==> src/rtl/fbs_pkg.sv <==
package fbs_pkg;

    typedef enum logic [1:0] {
        MODE_OFF       = 2'b00,
        MODE_DIS_NSYNC = 2'b01,
        MODE_DIS_SYNC  = 2'b10,
        MODE_CHARGE    = 2'b11
    } mode_e;

    typedef enum logic [2:0] {
        ST_IDLE = 3'd0,
        ST_PRI  = 3'd1,
        ST_SEC  = 3'd2,
        ST_FREE = 3'd3,   // secondary conducting through diode, gate held off
        ST_DEAD = 3'd4,
        ST_HALT = 3'd5
    } seq_state_e;

    typedef struct packed {
        seq_state_e state;
        seq_state_e after;  // phase entered once the dead cycle ends
        logic       pri;
        logic       sec;
    } seq_t;

endpackage

==> src/rtl/fbs_phase_timer.sv <==
module fbs_phase_timer #(
    parameter int W = 10
) (
    input  logic         clk,
    input  logic         rst_n,
    input  logic         run,
    input  logic [W-1:0] limit,
    output logic         expire
);
    logic [W-1:0] cnt_d, cnt_q;
    logic [W:0]   cnt_inc;

    always_comb begin
        cnt_inc = {1'b0, cnt_q} + {{W{1'b0}}, 1'b1};
        expire  = run && (cnt_inc >= {1'b0, limit});
        if (!run) begin
            cnt_d = '0;
        end else if (expire) begin
            cnt_d = cnt_q;
        end else begin
            cnt_d = cnt_inc[W-1:0];
        end
    end

    always_ff @(posedge clk) begin
        if (!rst_n) begin
            cnt_q <= '0;
        end else begin
            cnt_q <= cnt_d;
        end
    end

    AST_TIMER_IDLE_ZERO: assert property (@(posedge clk) disable iff (!rst_n)
        !run |=> (cnt_q == '0) || run);
endmodule

==> src/rtl/fbs_mode_track.sv <==
module fbs_mode_track
    import fbs_pkg::*;
(
    input  logic       clk,
    input  logic       rst_n,
    input  logic       enable,
    input  logic [1:0] mode_in,
    output mode_e      mode_q,
    output logic       stable
);
    mode_e mode_d;

    always_comb begin
        mode_d = mode_e'(mode_in);
        stable = enable && (mode_e'(mode_in) == mode_q);
    end

    always_ff @(posedge clk) begin
        if (!rst_n) begin
            mode_q <= MODE_OFF;
        end else begin
            mode_q <= mode_d;
        end
    end
endmodule

==> src/rtl/fbal_switch_seq.sv <==
module fbal_switch_seq
    import fbs_pkg::*;
#(
    parameter int CLAMP_W = 10,
    parameter int WDOG_W  = 10
) (
    input  logic               clk,
    input  logic               rst_n,
    input  logic               enable,
    input  logic [1:0]         mode,
    input  logic               peak_hit,
    input  logic               zero_hit,
    input  logic [CLAMP_W-1:0] clamp_limit,
    input  logic [WDOG_W-1:0]  wdog_limit,
    output logic               pri_gate,
    output logic               sec_gate
);
    mode_e cur_mode;
    logic  stable;
    logic  clamp_run, clamp_exp;
    logic  wdog_run, wdog_exp;
    logic  term_pri, term_sec;
    seq_t  s_d, s_q;

    fbs_mode_track u_mode (
        .clk     (clk),
        .rst_n   (rst_n),
        .enable  (enable),
        .mode_in (mode),
        .mode_q  (cur_mode),
        .stable  (stable)
    );

    fbs_phase_timer #(.W(CLAMP_W)) u_clamp (
        .clk    (clk),
        .rst_n  (rst_n),
        .run    (clamp_run),
        .limit  (clamp_limit),
        .expire (clamp_exp)
    );

    fbs_phase_timer #(.W(WDOG_W)) u_wdog (
        .clk    (clk),
        .rst_n  (rst_n),
        .run    (wdog_run),
        .limit  (wdog_limit),
        .expire (wdog_exp)
    );

    always_comb begin
        clamp_run = (s_q.state == ST_SEC) || (s_q.state == ST_FREE);
        wdog_run  = (s_q.state == ST_PRI);
        // primary ends on zero when charging, on peak when discharging
        term_pri  = (cur_mode == MODE_CHARGE) ? zero_hit : peak_hit;
        term_sec  = (cur_mode == MODE_CHARGE) ? peak_hit : zero_hit;

        s_d = s_q;
        if (!stable) begin
            s_d.state = ST_IDLE;
        end else begin
            unique case (s_q.state)
                ST_IDLE: begin
                    if (cur_mode == MODE_CHARGE) begin
                        s_d.state = ST_SEC;
                    end else if (cur_mode != MODE_OFF) begin
                        s_d.state = ST_PRI;
                    end
                end
                ST_PRI: begin
                    if (term_pri) begin
                        s_d.state = ST_DEAD;
                        s_d.after = (cur_mode == MODE_DIS_NSYNC) ? ST_FREE : ST_SEC;
                        if (cur_mode == MODE_CHARGE) begin
                            s_d.after = ST_SEC;
                        end
                    end else if (wdog_exp) begin
                        s_d.state = ST_HALT;
                    end
                end
                ST_SEC: begin
                    if (term_sec || clamp_exp) begin
                        s_d.state = ST_DEAD;
                        s_d.after = ST_PRI;
                    end
                end
                ST_FREE: begin
                    if (clamp_exp) begin
                        s_d.state = ST_DEAD;
                        s_d.after = ST_PRI;
                    end
                end
                ST_DEAD: begin
                    s_d.state = s_q.after;
                end
                ST_HALT: begin
                    s_d.state = ST_HALT;
                end
                default: begin
                    s_d.state = ST_IDLE;
                end
            endcase
        end
        s_d.pri = (s_d.state == ST_PRI);
        s_d.sec = (s_d.state == ST_SEC);
    end

    always_ff @(posedge clk) begin
        if (!rst_n) begin
            s_q <= '{state: ST_IDLE, after: ST_PRI, pri: 1'b0, sec: 1'b0};
        end else begin
            s_q <= s_d;
        end
    end

    assign pri_gate = s_q.pri;
    assign sec_gate = s_q.sec;

    AST_GATE_EXCL: assert property (@(posedge clk) disable iff (!rst_n)
        !(pri_gate && sec_gate));
    AST_DEAD_AFTER_PRI: assert property (@(posedge clk) disable iff (!rst_n)
        pri_gate |=> !sec_gate);
    AST_DEAD_AFTER_SEC: assert property (@(posedge clk) disable iff (!rst_n)
        sec_gate |=> !pri_gate);
    AST_NSYNC_NO_SEC: assert property (@(posedge clk) disable iff (!rst_n)
        sec_gate |-> (cur_mode != MODE_DIS_NSYNC));
    AST_UNSTABLE_OFF: assert property (@(posedge clk) disable iff (!rst_n)
        !stable |=> (!pri_gate && !sec_gate));
    AST_CLAMP_CUT: assert property (@(posedge clk) disable iff (!rst_n)
        clamp_exp |=> !sec_gate);
    AST_WDOG_CUT: assert property (@(posedge clk) disable iff (!rst_n)
        (wdog_exp && !term_pri) |=> !pri_gate);
    AST_FLAG_WINS: assert property (@(posedge clk) disable iff (!rst_n)
        (stable && wdog_run && wdog_exp && term_pri) |=> (s_q.state == ST_DEAD));
    AST_OFF_IDLE: assert property (@(posedge clk) disable iff (!rst_n)
        (cur_mode == MODE_OFF) |-> (!pri_gate && !sec_gate));
endmodule

==> config.mk <==
export PLATFORM = sky130hd
export DESIGN_NAME = fbal_switch_seq
export DESIGN_NICKNAME = d
export VERILOG_FILES = /design/src/rtl/fbs_pkg.sv /design/src/rtl/fbs_phase_timer.sv /design/src/rtl/fbs_mode_track.sv /design/src/rtl/fbal_switch_seq.sv
export SDC_FILE = /design/constraint.sdc
export NUM_CORES = 1
export LEC_CHECK = 0
export ABC_AREA = 1
export BUFFER_PORTS_ARGS = -buffer_cell sky130_fd_sc_hd__buf_2
export CAP_MARGIN = 20
export CORE_UTILIZATION = 58
export CTS_BUF_LIST = sky130_fd_sc_hd__clkbuf_16
export CTS_CLUSTER_DIAMETER = 50
export DETAILED_ROUTE_END_ITERATION = 12
export PLACE_DENSITY = 0.8
export SYNTH_ARGS = -nofsm -noshare
export SYNTH_HDL_FRONTEND = slang
export SYNTH_SLANG_ARGS = --single-unit
==> constraint.sdc <==
create_clock -name clk -period 2.55 [get_ports clk]
set_clock_uncertainty 0.1 [all_clocks]
set_input_delay 0.765 -clock clk [delete_from_list [all_inputs] [get_ports clk]]
set_output_delay 0.765 -clock clk [all_outputs]
set_load 0.01 [all_outputs]
==> results.md <==
* Drt drc at 0
* Reg-to-Reg Start: u_clamp.cnt_q[1]$_SDFFE_PN0N_
* Cells along the critical path: ha_4 > nand3_4 > nor3_4 > xor2_2 > ha_4 > a21oi_1 > nand2_1 > nand2_2 > nand3_4 > inv_6 > nor2_8 > o21ai_1 > a21oi_1
* Mapped cell area at 2190 um^2
* Fin crit share at 1.01
* Vias per inst at 5.57
* Initial DRC Count at 210
* Maxcap violations at 0
* FMAX at 388 MHz
* Syn avg cell area at 6.81 um^2
* CTS Buf Count at 5
* RSZ-0062 raised after global routing: yes
* Synthesized instance count at 321
* Final ANT Viol Nets at 0
* Drt wl/cell at 15.0 um
* Worst skew pair latency at 280 ps
* First-pass GRT wire length at 8400 um
* Antenna violations before repair at 0
* Path depth of the worst reg2reg path at 13
* FF-to-FF setup slack at -30 ps
* Post-synth EDFFs at 0
* Busiest grt layer: met2
* GRT Residual Overflow at 0
* Ports at 29
* Max Fanout on Critical Path at 8
* Pwr/cell area at 377 nW/um^2
* I/O Buffers at 28
* Commonest cells after routing, fill and taps aside: inv_1 (54), nand2_1 (54), nor2_1 (36)
* Grt met3 use at 0.0543
* Crit path DAT at 2650 ps
* Crit path required time at 2620 ps
* Met2 usage at 0.422
* Synth Warn # at 0
* Placed cell area at 2450 um^2
* Final net count at 425
* CTS H-tree depth at 2
* Design Power at 1110 uW
* Most used DFF post-synth: dfxtp_1
* Die W at 63.4 um
* GR Layer Usage met1 at 0.336
* Pin count of the biggest net entering global routing at 13
* Die area at 4020 um^2
* Die H at 63.4 um
* GPL Wtd Cong at 0.909
* CTS Buffer Depth at 2
* Inst Count DP at 403
* Startpoint Class: flip-flop
* Ant. Diodes at 0
* # clock sinks at 29
* Crit Path Class: flip-flop to flip-flop
* Worst slew margin at 0.543
* Static Leakage at 0.00150 uW
* Syn-to-layout area delta at 34.4%
* Final min period at 2580 ps
* Core Region at 3470 um^2
* Hold path startpoint: s_q[2]$_SDFFE_PN1P_
* Dpl hpwl at 3590 um
* Yosys cell types at 37
* Setup ws final at -27.6 ps
* Failing checks: setup timing
* Yosys reg bits at 29
* CTS tree: yes
* Hold Violations, Final at 0
* Vias at 2,357
* Number of placement rows at 21
* Peak supply drop at 0.438 mV
* Hold EP: s_q[2]$_SDFFE_PN1P_
* CP max-delay cell: dfxtp_4
* Async SR Flop Fraction at 0
* Post-detailed-routing wire length at 6350 um
* Share of cells above drive strength 1 at 0.326
* Hold Path Depth at 2
* Syn Nets at 370
* Final Instance Area at 2940 um^2
* Setup Viol. Count Final at 4
* Outcome: finished with violations
* FF-to-FF End: u_clamp.cnt_q[6]$_SDFFE_PN0N_
* CP peak stage delay at 370 ps
* Worst slew pin tran at 683 ps
* DR pass1 iterations at 5
* GRT Util Overall at 0.263
* Clock Pin Slew Worst Setup and Hold Paths at 50 ps
* HP Class: flip-flop to flip-flop
* Max-slew violations at 0
* CP endpoint kind: flip-flop
* Vias in the first global route at 2,024
* Register area share after synthesis at 0.266
* Initial Util at 0.630
* Clock Root Buffer: clkbuf_16
* Final cell count without fillers at 423
[final cells by class]
cell class | instances | area (um^2)
tap | 46 | 57.6
sequential | 29 | 601
fill | 198 | 531
multi-input combinational | 231 | 1600
inverter | 59 | 230
timing repair buffer | 48 | 298
clock buffer | 5 | 125
clock inverter | 3 | 13.8
timing repair inverter | 2 | 15.0
[worst max path at each step]
stage                                       start                       endpoint  slack (ps)
floorplan           u_clamp.cnt_q[0]$_SDFFE_PN0N_  u_clamp.cnt_q[6]$_SDFFE_PN0N_         220
global placement    u_clamp.cnt_q[1]$_SDFFE_PN0N_  u_clamp.cnt_q[6]$_SDFFE_PN0N_           2
detailed placement  u_clamp.cnt_q[1]$_SDFFE_PN0N_  u_clamp.cnt_q[6]$_SDFFE_PN0N_         -50
CTS                 u_clamp.cnt_q[1]$_SDFFE_PN0N_  u_clamp.cnt_q[6]$_SDFFE_PN0N_           4
global route         u_wdog.cnt_q[3]$_SDFFE_PN0N_   u_wdog.cnt_q[3]$_SDFFE_PN0N_        -120
finish              u_clamp.cnt_q[1]$_SDFFE_PN0N_  u_clamp.cnt_q[6]$_SDFFE_PN0N_         -30
[sequential cells by signal, indices dropped and copies added (netlist names)]
signal	count
sec_gate	1
s_q	5
u_mode.mode_q	2
u_wdog.cnt_q	10
pri_gate	1
u_clamp.cnt_q	10
[per-layer routing]
layer	part of all wire	routed length, um	vias up
met5	0	0	-
met4	0.027	171	0
met3	0.063	397	22
met2	0.50	3170	111
met1	0.41	2610	1093
li1	-	-	1131
[cells by family after synthesis]
group,Yosys count,share of synthesized area
adder cells (fa/ha/maj),22,0.126
AND/OR/NAND/NOR,139,0.296
AO/OA/AOI/OAI,54,0.140
flip-flops,29,0.266
buffers and inverters,61,0.108
XOR/XNOR,16,0.0641
[critical path: cells and delay by family (launching register included)]
| family | cells | cell delay [ps] |
|---|---|---|
| DFF | 1 | 370 |
| AOI/OAI and AO/OA | 3 | 390 |
| and+or+nand+nor | 6 | 780 |
| buffers and inverters | 1 | 130 |
| adders and majority gates | 2 | 420 |
| xor gates and xnor gates | 1 | 260 |
[where the power goes]
part           total, uW  internal, uW  switching (uW)
sequential           457           454            2.97
clock                553           353             200
combinational       98.3          43.4            54.9
[cell usage after synthesis, drive strengths merged, types with 3 or more instances]
cell type / number / area share
a21oi: 26 / 0.068
dfxtp: 29 / 0.27
ha: 22 / 0.13
inv: 59 / 0.10
nand2: 64 / 0.12
nand3: 16 / 0.041
nand4: 6 / 0.020
nor2: 45 / 0.093
nor3: 3 / 0.0069
o21ai: 21 / 0.048
xnor2: 3 / 0.012
xor2: 13 / 0.052
[stage by stage]
| step | TNS (ps) | hold slack, ps | setup WS, ps | util |
|---|---|---|---|---|
| floorplan | 0 | 350 | 223 | - |
| global placement | 0 | 379 | 1.84 | 0.705 |
| detailed placement | -345 | 396 | -54.3 | 0.705 |
| CTS | 0 | 403 | 4.21 | 0.756 |
| global route | -1880 | 424 | -120 | 0.847 |
| finish | -70.9 | 395 | -27.6 | 0.847 |
[repair_timing]
action / 4_1_cts / 5_1_grt
cloned: 1 / 1
hold buffers: 0 / 0
pin swaps: 2 / 25
gates resized for setup: 6 / 65
setup endpoints to repair: 16 / 27
buffers inserted: 0 / 10
No activity file was read; power rests on OpenSTA's default activity.
